<file path="config.mk">
export PLATFORM = sky130hd
export DESIGN_NAME = sdram_cmd_tracker
export DESIGN_NICKNAME = d
export VERILOG_FILES = /design/src/rtl/sdt_pkg.sv /design/src/rtl/sdt_cmd_decode.sv /design/src/rtl/sdt_bank_table.sv /design/src/rtl/sdt_burst.sv /design/src/rtl/sdram_cmd_tracker.sv
export SDC_FILE = /design/constraint.sdc
export NUM_CORES = 1
export LEC_CHECK = 0
export BUFFER_PORTS_ARGS = -buffer_cell sky130_fd_sc_hd__buf_2
export CAP_MARGIN = 10
export CELL_PAD_IN_SITES_DETAIL_PLACEMENT = 0
export CELL_PAD_IN_SITES_GLOBAL_PLACEMENT = 2
export CORE_MARGIN = 2
export CORE_UTILIZATION = 32
export CTS_CLUSTER_DIAMETER = 40
export DETAILED_ROUTE_END_ITERATION = 8
export HOLD_SLACK_MARGIN = 0.06
export PLACE_DENSITY = 0.78
export SETUP_SLACK_MARGIN = 0.15
export SYNTH_ARGS = -nofsm -noshare
export SYNTH_HDL_FRONTEND = slang
export SYNTH_SLANG_ARGS = --single-unit
</file>
<file path="constraint.sdc">
create_clock -name clk -period 2.8 [get_ports clk]
set_input_delay 0.42 -clock clk [delete_from_list [all_inputs] [get_ports clk]]
set_output_delay 0.42 -clock clk [all_outputs]
set_load 0.05 [all_outputs]
</file>
<file path="src/rtl/sdt_pkg.sv">
package sdt_pkg;

    typedef enum logic [2:0] {
        CMD_NOP = 3'd0,
        CMD_ACT = 3'd1,
        CMD_RD  = 3'd2,
        CMD_WR  = 3'd3,
        CMD_PRE = 3'd4,
        CMD_BST = 3'd5
    } cmd_e;

    localparam int DEF_BANKS   = 4;
    localparam int DEF_ADDR_W  = 13;
    localparam int DEF_COL_W   = 10;
    localparam int DEF_ALL_BIT = 10;
    localparam int DEF_MAX_LG  = 3;

endpackage

</file>
<file path="src/rtl/sdt_cmd_decode.sv">
module sdt_cmd_decode
    import sdt_pkg::*;
#(
    parameter int NB = 4,
    parameter int BW = 2
) (
    input  logic [2:0]    cmd,
    input  logic [BW-1:0] bank,
    input  logic          all_bit,
    input  logic [NB-1:0] open,
    input  logic          burst_act,
    input  logic          burst_wr,
    input  logic          burst_ap,
    output logic          act_go,
    output logic          acc_go,
    output logic          acc_wr,
    output logic          term_go,
    output logic [NB-1:0] pre_mask,
    output logic          err
);

    always_comb begin
        act_go   = 1'b0;
        acc_go   = 1'b0;
        acc_wr   = 1'b0;
        term_go  = 1'b0;
        pre_mask = '0;
        err      = 1'b0;
        case (cmd_e'(cmd))
            CMD_NOP: ;
            CMD_ACT: begin
                if (open[bank]) err = 1'b1;
                else            act_go = 1'b1;
            end
            CMD_RD, CMD_WR: begin
                if (!open[bank]) begin
                    err = 1'b1;
                end else begin
                    acc_go = 1'b1;
                    acc_wr = (cmd == CMD_WR);
                end
            end
            CMD_PRE: begin
                if (all_bit) pre_mask = '1;
                else         pre_mask = NB'(1) << bank;
            end
            CMD_BST: begin
                if (burst_act && !burst_wr && !burst_ap) term_go = 1'b1;
                else                                     err = 1'b1;
            end
            default: err = 1'b1;
        endcase
    end

endmodule

</file>
<file path="src/rtl/sdt_bank_table.sv">
module sdt_bank_table #(
    parameter int NB = 4,
    parameter int BW = 2,
    parameter int RW = 13
) (
    input  logic           clk,
    input  logic           rst_n,
    input  logic           act_go,
    input  logic [BW-1:0]  act_bank,
    input  logic [RW-1:0]  act_row,
    input  logic [NB-1:0]  close_mask,
    output logic [NB-1:0]  open_o,
    output logic [NB*RW-1:0] rows_o
);

    typedef struct packed {
        logic          open;
        logic [RW-1:0] row;
    } bank_t;

    for (genvar g = 0; g < NB; g++) begin : g_bank
        bank_t b_d, b_q;

        always_comb begin
            b_d = b_q;
            if (close_mask[g]) b_d.open = 1'b0;
            if (act_go && act_bank == BW'(g)) begin
                b_d.open = 1'b1;
                b_d.row  = act_row;
            end
        end

        always_ff @(posedge clk) begin
            if (!rst_n) b_q <= '0;
            else        b_q <= b_d;
        end

        assign open_o[g]          = b_q.open;
        assign rows_o[g*RW +: RW] = b_q.row;

        // a bank only becomes open through an accepted ACTIVE to it
        a_r2_open_by_act: assert property (@(posedge clk) disable iff (!rst_n)
            $rose(open_o[g]) |-> $past(act_go && act_bank == BW'(g)));

        // an open bank keeps its row while it stays open
        a_r10_row_held: assert property (@(posedge clk) disable iff (!rst_n)
            ($past(open_o[g]) && open_o[g]) |-> $stable(rows_o[g*RW +: RW]));
    end

endmodule

</file>
<file path="src/rtl/sdt_burst.sv">
module sdt_burst #(
    parameter int NB    = 4,
    parameter int BW    = 2,
    parameter int CW    = 10,
    parameter int MAXLG = 3
) (
    input  logic          clk,
    input  logic          rst_n,
    input  logic          bl_load,
    input  logic [1:0]    bl_code,
    input  logic          start,
    input  logic          start_wr,
    input  logic          start_ap,
    input  logic [BW-1:0] start_bank,
    input  logic [CW-1:0] start_col,
    input  logic          term,
    input  logic [NB-1:0] cancel_mask,
    output logic          act_o,
    output logic          wr_o,
    output logic          ap_o,
    output logic [CW-1:0] col_o,
    output logic [NB-1:0] ap_close_o
);

    localparam int RMW = MAXLG;

    typedef struct packed {
        logic           act;
        logic           wr;
        logic           ap;
        logic [BW-1:0]  bank;
        logic [CW-1:0]  col;
        logic [RMW-1:0] rem;
        logic [RMW-1:0] mask;
        logic [1:0]     lg;
    } burst_t;

    burst_t s_d, s_q;
    logic   ending, cut;
    logic [CW-1:0] wmask;

    function automatic logic [RMW-1:0] len_mask(input logic [1:0] lg);
        return RMW'((1 << lg) - 1);
    endfunction

    always_comb begin
        s_d        = s_q;
        ap_close_o = '0;
        ending     = s_q.act && (s_q.rem == '0);
        cut        = term || cancel_mask[s_q.bank];
        wmask      = {{(CW-RMW){1'b0}}, s_q.mask};
        if (bl_load && bl_code != 2'd0) s_d.lg = bl_code;
        if (start) begin
            s_d.act  = 1'b1;
            s_d.wr   = start_wr;
            s_d.ap   = start_ap;
            s_d.bank = start_bank;
            s_d.col  = start_col;
            s_d.mask = len_mask(s_q.lg);
            s_d.rem  = len_mask(s_q.lg);
        end else if (s_q.act) begin
            if (cut || ending) begin
                s_d.act = 1'b0;
                if (ending && !cut && s_q.ap) ap_close_o = NB'(1) << s_q.bank;
            end else begin
                s_d.rem = s_q.rem - 1'b1;
                s_d.col = (s_q.col & ~wmask) | ((s_q.col + 1'b1) & wmask);
            end
        end
    end

    always_ff @(posedge clk) begin
        if (!rst_n) begin
            s_q    <= '0;
            s_q.lg <= 2'd2;
        end else begin
            s_q <= s_d;
        end
    end

    assign act_o = s_q.act;
    assign wr_o  = s_q.wr;
    assign ap_o  = s_q.ap;
    assign col_o = s_q.col;

    // continuing beats never change the column bits above the burst block
    a_r5_block_kept: assert property (@(posedge clk) disable iff (!rst_n)
        ($past(act_o) && act_o && !$past(start)) |-> ((col_o >> MAXLG) == ($past(col_o) >> MAXLG)));

    // an accepted terminate leaves no beat in the next cycle
    a_r8_term_stops: assert property (@(posedge clk) disable iff (!rst_n)
        (term && !start) |=> !act_o);

    // a start always presents its column in the next cycle
    a_r3_start_col: assert property (@(posedge clk) disable iff (!rst_n)
        start |=> (act_o && col_o == $past(start_col)));

endmodule

</file>
<file path="src/rtl/sdram_cmd_tracker.sv">
module sdram_cmd_tracker
    import sdt_pkg::*;
#(
    parameter int NUM_BANKS = DEF_BANKS,
    parameter int ADDR_W    = DEF_ADDR_W,
    parameter int COL_W     = DEF_COL_W,
    parameter int ALL_BIT   = DEF_ALL_BIT,
    parameter int MAX_LG    = DEF_MAX_LG,
    localparam int BANK_W   = $clog2(NUM_BANKS)
) (
    input  logic                        clk,
    input  logic                        rst_n,
    input  logic [2:0]                  cmd_i,
    input  logic [BANK_W-1:0]           bank_i,
    input  logic [ADDR_W-1:0]           addr_i,
    input  logic                        ap_i,
    input  logic                        bl_load_i,
    input  logic [1:0]                  bl_code_i,
    output logic [NUM_BANKS-1:0]        bank_open_o,
    output logic [NUM_BANKS*ADDR_W-1:0] open_row_o,
    output logic [COL_W-1:0]            col_o,
    output logic                        col_vld_o,
    output logic                        burst_wr_o,
    output logic                        err_o
);

    typedef struct packed {
        logic err;
    } top_t;

    top_t t_d, t_q;

    logic                 act_go, acc_go, acc_wr, term_go, err_now;
    logic [NUM_BANKS-1:0] pre_mask, ap_close, close_mask;
    logic                 b_act, b_wr, b_ap;

    sdt_cmd_decode #(.NB(NUM_BANKS), .BW(BANK_W)) i_dec (
        .cmd       (cmd_i),
        .bank      (bank_i),
        .all_bit   (addr_i[ALL_BIT]),
        .open      (bank_open_o),
        .burst_act (b_act),
        .burst_wr  (b_wr),
        .burst_ap  (b_ap),
        .act_go    (act_go),
        .acc_go    (acc_go),
        .acc_wr    (acc_wr),
        .term_go   (term_go),
        .pre_mask  (pre_mask),
        .err       (err_now)
    );

    sdt_burst #(.NB(NUM_BANKS), .BW(BANK_W), .CW(COL_W), .MAXLG(MAX_LG)) i_burst (
        .clk         (clk),
        .rst_n       (rst_n),
        .bl_load     (bl_load_i),
        .bl_code     (bl_code_i),
        .start       (acc_go),
        .start_wr    (acc_wr),
        .start_ap    (ap_i),
        .start_bank  (bank_i),
        .start_col   (addr_i[COL_W-1:0]),
        .term        (term_go),
        .cancel_mask (pre_mask),
        .act_o       (b_act),
        .wr_o        (b_wr),
        .ap_o        (b_ap),
        .col_o       (col_o),
        .ap_close_o  (ap_close)
    );

    assign close_mask = pre_mask | ap_close;

    sdt_bank_table #(.NB(NUM_BANKS), .BW(BANK_W), .RW(ADDR_W)) i_banks (
        .clk        (clk),
        .rst_n      (rst_n),
        .act_go     (act_go),
        .act_bank   (bank_i),
        .act_row    (addr_i),
        .close_mask (close_mask),
        .open_o     (bank_open_o),
        .rows_o     (open_row_o)
    );

    always_comb begin
        t_d     = t_q;
        t_d.err = err_now;
    end

    always_ff @(posedge clk) begin
        if (!rst_n) t_q <= '0;
        else        t_q <= t_d;
    end

    assign col_vld_o  = b_act;
    assign burst_wr_o = b_wr;
    assign err_o      = t_q.err;

    // access to a closed bank is reported one cycle later
    a_r10_closed_access: assert property (@(posedge clk) disable iff (!rst_n)
        ((cmd_i == CMD_RD || cmd_i == CMD_WR) && !bank_open_o[bank_i]) |=> err_o);

    // precharge-all leaves every bank closed and no burst running
    a_r11_pre_all: assert property (@(posedge clk) disable iff (!rst_n)
        (cmd_i == CMD_PRE && addr_i[ALL_BIT]) |=> (bank_open_o == '0 && !col_vld_o));

    // an auto-precharge completion closes its bank
    a_r6_ap_close: assert property (@(posedge clk) disable iff (!rst_n)
        (|ap_close) |=> ((bank_open_o & $past(ap_close)) == '0));

    // a terminate during a write burst is an error
    a_r9_bst_on_write: assert property (@(posedge clk) disable iff (!rst_n)
        (cmd_i == CMD_BST && col_vld_o && burst_wr_o) |=> err_o);

endmodule

</file>
# Yosys cells after proc, flatten, opt, wreduce, memory -nomap -nowiden
# Cells that the tools add are included.
[totals] ff_bits=80 out_inout_bits=69 inputBits=24 word_cells=100
[op_classes] n_addsub=3 bitwise=5 n_mux=34 shift=3 reduce_logical=27 n_eq_ne=9 n_lt_le_gt_ge=2
[op_table] op="$mux 14" count=4
[op_table] op="$mux 13" count=3
[op_table] op="$mux 4" count=6
[op_table] op="$mux 1" count=18
[op_table] op="$reduce_bool 2->1" count=6
[op_table] op="$add 10x1->10 const B" count=1
[op_table] op="$and 10x10->10" count=1
[op_table] op="$and 10x3->10" count=1
[op_table] op="$logic_and 1x1->1" count=10
[op_table] op="$not 3->10" count=1
[op_table] op="$or 10x10->10" count=1
[op_table] op="$shl 1x2->4 const A" count=2
[op_table] op="$eq 3x2->1 const B" count=2
[op_table] op="$eq 3x3->1 const B" count=2
[op_table] op="$logic_not 3->1" count=2
[op_table] op="$lt 2x3->1 const B" count=2
[op_table] op="$bmux 1 s2" count=2
[op_table] op="$eq 2x2->1 const B" count=2
[op_table] op="$or 4x4->4" count=1
[op_table] op="$pmux 1 s4" count=1
[op_table] op="$reduce_or 2->1" count=2
[op_table] op="$eq 3x1->1 const B" count=1
[op_table] op="$logic_not 1->1" count=3
[op_table] op="$shl 1x2->3 const A" count=1
[op_table] op="other kinds (7)" count=8

# Longest topological paths before layout
# Gate-level depths: netlist (run 1).
[logic_depth] ltp_word=16 mapped_depth=8 ltp_nobuf=7

# By module
# From an unflattened synthesis (run 1), not the netlist that was laid out.
[hier_totals] cells_unflattened=347 area_unflattened_um2=3352.0
[by_module_without_submodules] module="sdt_bank_table" area_each_um2=2031.9 cells_each=198 instances=1 seq_area_each_um2=1121.1
[by_module_without_submodules] module="sdt_burst" area_each_um2=1131.1 cells_each=121 instances=1 seq_area_each_um2=460.4
[by_module_without_submodules] module="sdt_cmd_decode" area_each_um2=137.6 cells_each=22 instances=1 seq_area_each_um2=0.0
[by_module_without_submodules] module="sdram_cmd_tracker" area_each_um2=51.3 cells_each=6 instances=1 seq_area_each_um2=20.0

# Worst setup path after synthesis (run 1)
# OpenSTA, ideal clock, no wires.
[synth_path] path_kind="input to register" start="input bank_i[0]" end="register i_banks.g_bank[3].b_q, in the netlist i_banks.rows_o[42]" arrival_time_ns=2.288 required_time_ns=2.683 path_buffers=3 cell_stages=8 setup_slack_ns=0.395 path_cell_list="buf_6 -> mux4_2 -> or4b_4 -> or2_1 -> buf_6 -> buf_6 -> mux2i_1 -> nor2b_1"
[synth_between] elab_chain_cells=5 word_cells_on_any_way=6
[synth_rtl] item="from (decl)" line="sdram_cmd_tracker.sv:14" rtl="input logic [BANK_W-1:0] bank_i,"
[synth_rtl] item="$bmux 1 s2" line="sdt_cmd_decode.sv:32" rtl="if (open[bank]) err = 1'b1;"
[synth_rtl] item="$mux 1 (not written as such)" line="sdt_cmd_decode.sv:32"
[synth_rtl] item="$mux 1" line="sdt_cmd_decode.sv:32"
[synth_rtl] item="$mux 1" line="sdt_cmd_decode.sv:29" rtl="case (cmd_e'(cmd))"
[synth_rtl] item="$logic_and 1x1->1 *" line="sdt_bank_table.sv:27" rtl="if (act_go && act_bank == BW'(g)) begin"
[synth_rtl] item="to (signal assigned)" line="sdt_bank_table.sv:34" rtl="if (!rst_n) b_q <= '0;"
[synth_rtl] item="to (signal assigned)" line="sdt_bank_table.sv:35" rtl="else b_q <= b_d;"
[synth_rtl] item="to (decl)" line="sdt_bank_table.sv:22" rtl="bank_t b_d, b_q;"
# Every way passes the cells marked *; elsewhere a longest branch is shown, timed or not. The select of a mux whose other input is x is not followed.
# A chain may end at the register's enable or synchronous reset.

# Worst setup path after layout (run 1)
[layout_path] start="register i_banks.g_bank[3].b_q, in the netlist i_banks.open_o[3]" end="register i_banks.g_bank[3].b_q, in the netlist i_banks.rows_o[49]"
[layout_between] elab_chain_cells=5
[layout_rtl] item="$bmux 1 s2" line="sdt_cmd_decode.sv:32"
[layout_rtl] item="$mux 1 (not written as such)" line="sdt_cmd_decode.sv:32"
[layout_rtl] item="$mux 1" line="sdt_cmd_decode.sv:32"
[layout_rtl] item="$mux 1" line="sdt_cmd_decode.sv:29"
[layout_rtl] item="$logic_and 1x1->1" line="sdt_bank_table.sv:27"
# No other way between the ends. The select of a mux whose other input is x is not followed.

==> results of run 1 <==
[stage by stage]
stage / util / area [um2] / cells / setup slack (ns) / total power, mW
after floorplan: - / 3490 / 347 / 0.395 / 1.32
after global placement: 0.373 / 4010 / 556 / 0.223 / 1.38
after detailed placement: 0.373 / 4010 / 556 / 0.206 / 1.38
after CTS: 0.393 / 4220 / 572 / 0.419 / 2.28
after global routing: 0.393 / 4220 / 572 / 0.298 / 2.34
final: 0.393 / 4220 / 572 / 0.425 / 2.24
[routing by layer]
layer,vias to the layer above,track usage,share of wire
met5,-,0,0
met4,0,0.0440,0.012
met3,8,0.0446,0.063
met2,73,0.238,0.48
met1,1238,0.188,0.45
li1,1330,-,-
[flip-flops by register name (all words and copies together) (netlist names), named ones only]
register        flops
i_burst.col_o       8
i_banks.open_o      4
i_burst.wr_o        1
i_burst.s_q        10
i_burst.act_o       1
err_o               1
i_banks.rows_o     52
i_burst.ap_o        1
[cell usage in the layout, fill, tap and decap left out, types with 3 or more instances in the layout]
cell type	netlist	routed
dfxtp_1	80	80
buf_2	2	92
a21o_1	3	3
mux2i_1	53	53
nor2b_1	58	56
a21oi_1	6	6
xnor2_1	4	4
inv_1	6	6
nand3_1	7	7
ha_1	3	3
o21ai_0	7	7
nand2b_1	3	3
clkbuf_8	0	11
buf_4	11	9
a21boi_0	16	16
nand2_1	32	32
[cell type report]
| type | count | area, um2 |
|---|---|---|
| Fill cell | 1133 | 6530 |
| Multi-Input combinational cell | 228 | 1660 |
| Sequential cell | 80 | 1600 |
| Timing Repair Buffer | 102 | 548 |
| Tap cell | 140 | 175 |
| Clock buffer | 11 | 151 |
| Clock inverter | 5 | 62.6 |
| Inverter | 6 | 22.5 |
[worst reg2reg max path, delay by kind of cell (launching register included)]
kind	cells	cell delay, ns
flip-flops	1	0.35
AND/OR/NAND/NOR	3	1.14
multiplexers	2	0.76
[worst max-delay path by stage]
stage,startpoint,to,slack (ns),cells past startpoint
global placement,bank_i[0],i_banks.rows_o[45]$_SDFFE_PN0P_,0.22,6
detailed placement,bank_i[0],i_banks.rows_o[44]$_SDFFE_PN0P_,0.21,6
CTS,i_banks.open_o[3]$_SDFFE_PN0P_,i_banks.rows_o[49]$_SDFFE_PN0P_,0.42,5
finish,i_banks.open_o[3]$_SDFFE_PN0P_,i_banks.rows_o[49]$_SDFFE_PN0P_,0.43,5
global route,i_banks.open_o[3]$_SDFFE_PN0P_,i_banks.rows_o[39]$_SDFFE_PN0P_,0.30,5
floorplan,bank_i[0],i_banks.rows_o[42]$_SDFFE_PN0P_,0.39,8
[kinds of logic (layout without fill, tap and decap cells)]
kind of cell,after synthesis,after routing,synth area share
AOI/OAI and AO/OA,47,47,0.0953
xor gates and xnor gates,4,4,0.0100
adders and majority gates,3,3,0.0108
buffers and inverters,39,124,0.0674
DFF,80,80,0.459
muxes,55,55,0.162
and+or+nand+nor,119,119,0.196
[power breakdown]
part | internal (mW) | switching, mW
combinational | 0.0663 | 0.119
sequential | 1.15 | 0.0102
clock | 0.465 | 0.428
total | 1.68 | 0.558
==> metrics.txt, run 1 <==
r2r worst-path depth 5; worst skew pair latency 0.34 ns; WP data required 3.04 ns; Layout Skew 0.0104 ns; Tot GR Track Use 0.147; Worst setup EP type register; Async SR Flop Fraction 0; htree depth 3; DIE HEIGHT 108 um; Worst setup SP type register; synth cell count leaders 80 x dfxtp_1, 58 x nor2b_1, 53 x mux2i_1, 32 x nand2_1, 16 x a21boi_0; # nets final 454; n_diodes 0; initial antenna violation count 0; hold slack 0.308 ns; DP HPWL 6020 um; Hold Path End i_burst.s_q[1]$_SDFFE_PN1P_; synth-to-layout area growth 20.9%; Hold Path Class input pin to register; 1st-pass router iterations 4; DR vias/cell 4.63; Synth Warn # 0; CTS tree yes; count leader, synth dfxtp_1; core area 10700 um2; # DRC 0; Post-synth EDFFs 0; WHS Path Cells 3; ratio of cells with drive above 1 in the final layout 0.292; Total Wirelength 8470 um; Die X 108 um; min cycle time layout 2.37 ns; DRT iter0 DRCs 74; main flop type after synthesis dfxtp_1; Synth area leaders dfxtp_1 46%, mux2i_1 15%, nor2b_1 10%, a21boi_0 3.4%, nand2_1 3.4%; syn_area_per_cell 10.1 um2; Root Driver clkbuf_8; total gr overflow 0; flop2flop setup slack 0.43 ns; Sum Neg Setup Slack 0 ns; worst r2r dst i_banks.rows_o[49]$_SDFFE_PN0P_; Critical Path Max Stage Delay 0.55 ns; cell taking the most area after synthesis dfxtp_1; Max Cap Viol 0; unrepaired setup endpoints after global routing false; ANT nets after route 0; #FFs+latches synth 80; status complete, no violations; PostCTS Resize Cnt 0; max-slew violation count 0; Crit-path slowest cell or4b_4; Max-slew headroom 0.491; row count 38; vias in the first global route 2476; Crit Reg-Reg Startpoint i_banks.open_o[3]$_SDFFE_PN0P_; io pins 93; routed length per placed instance 14.8 um; total power per unit cell area 531 nW/um2; P_leak 1.75 nW; Cells after Synth 347; hold path startpoint bl_code_i[1]; largest net degree at the start of global routing 40; number of buffers created by CTS 9; initial core utilization 0.325; CTS max path bufs 2; CP top delay family simple AND/OR/NAND/NOR gates; postcts setup bufs 0; routability cong. 0.767; total clock sinks 80; maximum VDD drop 0.209 mV; Crit path arrival time 2.61 ns; worst-path cell chain mux4_2 -> or4b_4 -> or2_1 -> mux2i_1 -> nor2b_1; synthesized area 3490 um2; CTS hold repair buffers 0; first-pass GRT wire length 13300 um; Max FO, Critical Path 14; Synth top area share 0.459; port bufs 92; worst setup path class register to register; final hold violations 0; Synthesized Nets 374; setup violators final 0; vias 2649; crit share post-route 0.848; Worst Path Buf+Inv 0; Yosys cell types 43; CTS clock-pin slew for the worst setup and hold paths 0.08 ns; actual slew at the worst max-slew pin 0.763 ns; Die ar. 11800 um2; max frequency 421 MHz; sequential-to-total area share from yosys stat 0.459
No activity file was read; power rests on OpenSTA's default activity.
==> run 2: changes to the inputs <==
Settings changed: CORE_UTILIZATION 32 to 29, PLACE_DENSITY 0.78 to 0.75.
Clock period 2.8 ns to 2 ns, I/O delays scaled along.
==> run 2 against run 1 <==
Against the previous run: register-to-register slack got worse by 0.60 ns; clock-buffer cell count shrank 1; sequential share of layout area shrank 3.8 points; non-clock buffer count increased by 19; sequential power rose by 41%; worst setup slack got worse by 0.60 ns; first-iteration DRC count is 35% higher; final cell count is 4.5% higher; the run now ends with setup timing left.
==> metrics.txt, run 2 (synthesis results as in run 1) <==
status finished, violations left; failing checks setup timing; Tot GR Track Use 0.140 (-0.00673); Worst setup EP type register; Die X 114 um (+4.9%); WHS Path Cells 3 (unchanged); initial antenna violation count 0 (unchanged); first-pass GRT wire length 14200 um (+7.0%); max reg flops 52 (unchanged); ratio of cells with drive above 1 in the final layout 0.384 (+0.0919); crit share post-route 1.09 (+0.238); max frequency 460 MHz (+9.3%); synth-to-layout area growth 34.7%; Max Cap Viol 0 (unchanged); CTS max path bufs 2 (unchanged); setup violators final 54 (+54); Final Worst Setup Slack -0.173 ns (-0.598 ns); min cycle time layout 2.17 ns (-0.202 ns); worst skew pair latency 0.33 ns (about the same); Total Wirelength 9230 um (+8.9%); largest net degree at the start of global routing 84 (+110%); actual slew at the worst max-slew pin 0.507 ns (-0.256 ns); worst r2r dst i_banks.rows_o[41]$_SDFFE_PN0P_; Crit path arrival time 2.39 ns (-0.22 ns); DIE HEIGHT 114 um (+4.9%); final hold violations 0 (unchanged); P_leak 1.96 nW (+12%); ANT nets after route 0 (unchanged); htree depth 3 (unchanged); total power per unit cell area 733 nW/um2 (+38%); flop2flop setup slack -0.17 ns (-0.60 ns); DRT iter0 DRCs 100 (+35%); DP HPWL 6230 um (+3.4%); io pins 93 (unchanged); # nets final 473 (+4.2%); total gr overflow 0 (unchanged); Final Cell Area 4700 um2 (+11%); number of buffers created by CTS 9 (unchanged); Hold Path Class input pin to register; Root Driver clkbuf_16; CTS clock-pin slew for the worst setup and hold paths 0.06 ns (-0.02 ns); vias in the first global route 2715 (+9.7%); Max-slew headroom 0.659 (+0.168); # DRC 0 (unchanged); Crit Reg-Reg Startpoint i_banks.open_o[3]$_SDFFE_PN0P_; maximum VDD drop 0.386 mV (+85%); commonest non-fill, non-tap cells in the layout 92 x buf_2, 76 x dfxtp_1, 55 x nor2b_1; port bufs 92 (unchanged); filler instances 1205 (+6.4%); vias 2742 (+3.5%); initial core utilization 0.294 (-0.0306); multi-input logic area 1800 um2 (+8.7%); CTS hold repair buffers 0 (unchanged); unrepaired setup endpoints after global routing true; 1st-pass router iterations 4 (unchanged); Worst setup SP type register; routed length per placed instance 15.4 um (+4.2%); max-slew violation count 0 (unchanged); Layout Skew 0.00736 ns (-0.00299 ns); n_diodes 0 (unchanged); Die ar. 12900 um2 (+10%); core area 11900 um2 (+10%); placed cell area 4180 um2 (+4.3%); r2r worst-path depth 6 (+1); final core occ 0.396 (+0.00355); DR vias/cell 4.59 (-0.99%); commonest non-fill, non-tap cell in the layout buf_2; total clock sinks 80 (unchanged); WP data required 2.22 ns (-0.82 ns); CP endpoint i_banks.rows_o[41]$_SDFFE_PN0P_; CTS tree yes; Setup crit start i_banks.open_o[3]$_SDFFE_PN0P_; register area 1610 um2 (+0.31%); worst setup path class register to register; Max FO, Critical Path 14 (unchanged); row count 40 (+5.3%); routability cong. 0.858 (+12%)
[run 2: changes by cell type in the layout (fill, tap and decap cells not counted), sizes merged]
cell,change
buf,+17
bufinv,-1
clkbuf,+1
clkinv,+1
inv,+1
[run 2: report_power, final]
group / leakage (nW) / switching [mW] / internal [mW]
Combinational: 1.18 / 0.180 / 0.112
Clock: 0.135 / 0.645 / 0.878
Sequential: 0.648 / 0.0157 / 1.62
[run 2: repair_timing]
item / CTS / global route
buffers inserted: 2 / 2
setup endpoints to repair: 56 / 69
pin swaps: 0 / 18
gates cloned: 0 / 2
gates resized for setup: 5 / 46
[run 2: worst min-delay path by stage]
stage	from	to	slack [ns]
final	bl_code_i[1]	i_burst.s_q[1]$_SDFFE_PN1P_	0.21
after floorplan	i_burst.s_q[4]$_SDFFE_PN0P_	i_burst.s_q[4]$_SDFFE_PN0P_	0.44
after global placement	i_burst.col_o[9]$_SDFFE_PN0P_	i_burst.col_o[9]$_SDFFE_PN0P_	0.45
after CTS	bl_code_i[1]	i_burst.s_q[1]$_SDFFE_PN1P_	0.21
after detailed placement	i_burst.col_o[7]$_SDFFE_PN0P_	i_burst.col_o[7]$_SDFFE_PN0P_	0.45
after global routing	ap_i	i_burst.ap_o$_SDFFE_PN0P_	0.22
[run 2: worst max-delay path, cell delays in order (launching register included)]
cell,delay [ns]
dfxtp_2,0.32
mux4_2,0.50
or4b_4,0.58
or2_4,0.29
buf_12,0.16
mux2i_2,0.16
nor2b_1,0.06
[run 2: per-stage QoR]
stage	cells	setup TNS [ns]	setup WS (ns)	power (mW)	hold WS [ns]
5_1_grt	598	-11.19	-0.249	3.59	0.223
3_3_place_gp	576	-11.05	-0.233	1.94	0.446
6_report	598	-6.44	-0.173	3.45	0.211
3_5_place_dp	576	-13.06	-0.307	1.94	0.454
4_1_cts	594	-6.44	-0.155	3.49	0.208
2_1_floorplan	347	-9.59	-0.256	1.84	0.441
[run 2: layout make-up]
| class | instances | area share |
|---|---|---|
| Timing Repair Buffer | 121 | 0.171 |
| Tap cell | 147 | 0.0391 |
| Sequential cell | 80 | 0.342 |
| Multi-Input combinational cell | 228 | 0.384 |
| Clock buffer | 10 | 0.0508 |
| Inverter | 6 | 0.00479 |
| Clock inverter | 6 | 0.00905 |
[run 2: per-layer routing]
layer | vias up | track usage | part of all wire
met5 | - | 0 | 0
li1 | 1377 | - | -
met1 | 1295 | 0.179 | 0.46
met4 | 0 | 0.0382 | 0.0066
met3 | 5 | 0.0526 | 0.067
met2 | 65 | 0.224 | 0.47
==> run 3: changes to the inputs <==
Settings changed: PLACE_DENSITY 0.75 to 0.85.
==> run 3 against run 2 <==
Against the previous run: largest cell class unchanged; die area did not move; the flow still finishes with violations (setup timing); hold slack got worse by 0.0019 ns; largest power group is now clock; sequential cell count did not move.
==> metrics.txt, run 3 (synthesis results as in run 1) <==
CTS max path bufs 2 (unchanged); Crit path arrival time 2.39 ns (about the same); htree depth 3 (unchanged); commonest non-fill, non-tap cell in the layout buf_2; ratio of cells with drive above 1 in the final layout 0.343 (-0.0407); unrepaired setup endpoints after global routing true; vias 2758 (+0.58%); failing checks setup timing; number of buffers created by CTS 9 (unchanged); overall power 3.56 mW (+3.2%); total power per unit cell area 780 nW/um2 (+6.5%); WP data required 2.23 ns (about the same); Max-slew headroom 0.567 (-0.0922); Tot GR Track Use 0.145 (+0.00461); Crit Reg-Reg Startpoint i_banks.open_o[3]$_SDFFE_PN0P_; total clock sinks 80 (unchanged); Max Cap Viol 0 (unchanged); Die ar. 12900 um2 (unchanged); 1st-pass router iterations 4 (unchanged); setup violators final 54 (unchanged); Sum Neg Setup Slack -6.14 ns (+0.300 ns); routability cong. 0.851 (-0.80%); Max FO, Critical Path 14 (unchanged); # DRC 0 (unchanged); crit share post-route 1.08 (-0.00688); synth-to-layout area growth 30.5%; Final Worst Setup Slack -0.159 ns (+0.0138 ns); actual slew at the worst max-slew pin 0.649 ns (+0.142 ns); Crit-path slowest cell or4b_4; pre-CTS worst setup slack -0.281 ns (+0.0259 ns); n_diodes 0 (unchanged); DP HPWL 6410 um (+2.9%); CTS hold repair buffers 0 (unchanged); Hold Path End i_burst.s_q[1]$_SDFFE_PN1P_; WHS Path Cells 3 (unchanged); Critical Path Max Stage Delay 0.56 ns (-0.02 ns); largest net degree at the start of global routing 37 (-56%); DRT iter0 DRCs 119 (+19%); Worst setup EP type register; row count 40 (unchanged); DR vias/cell 4.60 (+0.42%); core area 11900 um2 (unchanged); first-pass GRT wire length 14500 um (+1.6%); vias in the first global route 2757 (+1.5%); flop2flop setup slack -0.16 ns (about the same); io pins 93 (unchanged); status finished, violations left; initial antenna violation count 0 (unchanged); # nets final 474 (+0.21%); port bufs 92 (unchanged); total gr overflow 0 (unchanged); ANT nets after route 0 (unchanged); DIE HEIGHT 114 um (unchanged); routed length per placed instance 14.8 um (-4.1%); final hold violations 0 (unchanged); r2r worst-path depth 6 (unchanged); worst r2r dst i_banks.rows_o[47]$_SDFFE_PN0P_; worst-path cell chain mux4_2 -> or4b_4 -> or2_1 -> buf_12 -> mux2i_2 -> nor2b_1; worst skew pair latency 0.34 ns (about the same); Layout Skew 0.00572 ns (-0.00164 ns); CTS tree yes; Total Wirelength 8870 um (-3.9%); hold path startpoint bl_code_i[1]; Finished Layout Cells 599 (+0.17%); Worst setup SP type register; Hold Path Class input pin to register; Root Driver clkbuf_16; CTS clock-pin slew for the worst setup and hold paths 0.06 ns (about the same); commonest non-fill, non-tap cells in the layout 92 x buf_2, 76 x dfxtp_1, 56 x nor2b_1; max reg flops 52 (unchanged); Die X 114 um (unchanged); max frequency 463 MHz (+0.64%); P_leak 1.90 nW (-2.8%); maximum VDD drop 0.532 mV (+38%); worst setup path class register to register; max-slew violation count 0 (unchanged); initial core utilization 0.294 (unchanged); placed instance count 580 (+0.69%); min cycle time layout 2.16 ns (-0.0138 ns)
-- run 3: cell count changes in the layout (fill, tap and decap cells not counted), sizes merged --
cell / change
clkinv: -1
clkbuf: -2
bufinv: +1
buf: +3
-- run 3: how the worst max path moves through the flow --
| stage | from | end | depth (start not counted) |
|---|---|---|---|
| finish | i_banks.open_o[3]$_SDFFE_PN0P_ | i_banks.rows_o[47]$_SDFFE_PN0P_ | 6 |
| global route | i_banks.open_o[3]$_SDFFE_PN0P_ | i_banks.rows_o[5]$_SDFFE_PN0P_ | 6 |
| CTS | i_banks.open_o[3]$_SDFFE_PN0P_ | i_banks.rows_o[25]$_SDFFE_PN0P_ | 6 |
| detailed placement | bank_i[0] | i_banks.rows_o[35]$_SDFFE_PN0P_ | 7 |
| global placement | bank_i[0] | i_banks.rows_o[43]$_SDFFE_PN0P_ | 7 |
| floorplan | bank_i[0] | i_banks.rows_o[42]$_SDFFE_PN0P_ | 8 |
-- run 3: stage by stage --
stage          hold WS (ns)  area, um2   util
2_1_floorplan         0.441       3520      -
3_3_place_gp          0.448       4200  0.354
3_5_place_dp          0.458       4200  0.354
4_1_cts               0.193       4510  0.380
5_1_grt               0.214       4560  0.384
6_report              0.209       4560  0.384
-- run 3: timing repair --
action | in CTS | in global routing
resized for setup | 3 | 8
setup endpoints to repair | 56 | 59
buffers inserted | 0 | 3
hold endpoints to repair | 0 | 0
-- run 3: final cells by class --
class,count,area (um2)
clock buffer,10,229
clock inverter,6,67.6
fill,1171,7300
inverter,6,22.5
multi-input combinational,228,1690
sequential,80,1610
tap,147,184
timing repair buffer,122,759
-- run 3: worst max-delay path: cells and delay by family (launching register included) --
kind / cells / cell delay (ns)
buffers and inverters: 1 / 0.17
multiplexers: 2 / 0.66
AND/OR/NAND/NOR: 3 / 0.91
flip-flops: 1 / 0.32
-- run 3: power breakdown --
| part | switching [mW] | internal [mW] | total [mW] | leakage, nW |
|---|---|---|---|---|
| registers | 0.0131 | 1.62 | 1.63 | 0.648 |
| logic | 0.177 | 0.109 | 0.286 | 1.12 |
| clock network | 0.669 | 0.973 | 1.64 | 0.139 |
-- run 3: routing by layer --
metal  vias to the layer above  global-route usage  share of wire
li1                       1374                   -              -
met5                         -                   0              0
met4                         0              0.0537          0.018
met1                      1303               0.181           0.44
met3                        13              0.0510          0.063
met2                        68               0.232           0.48
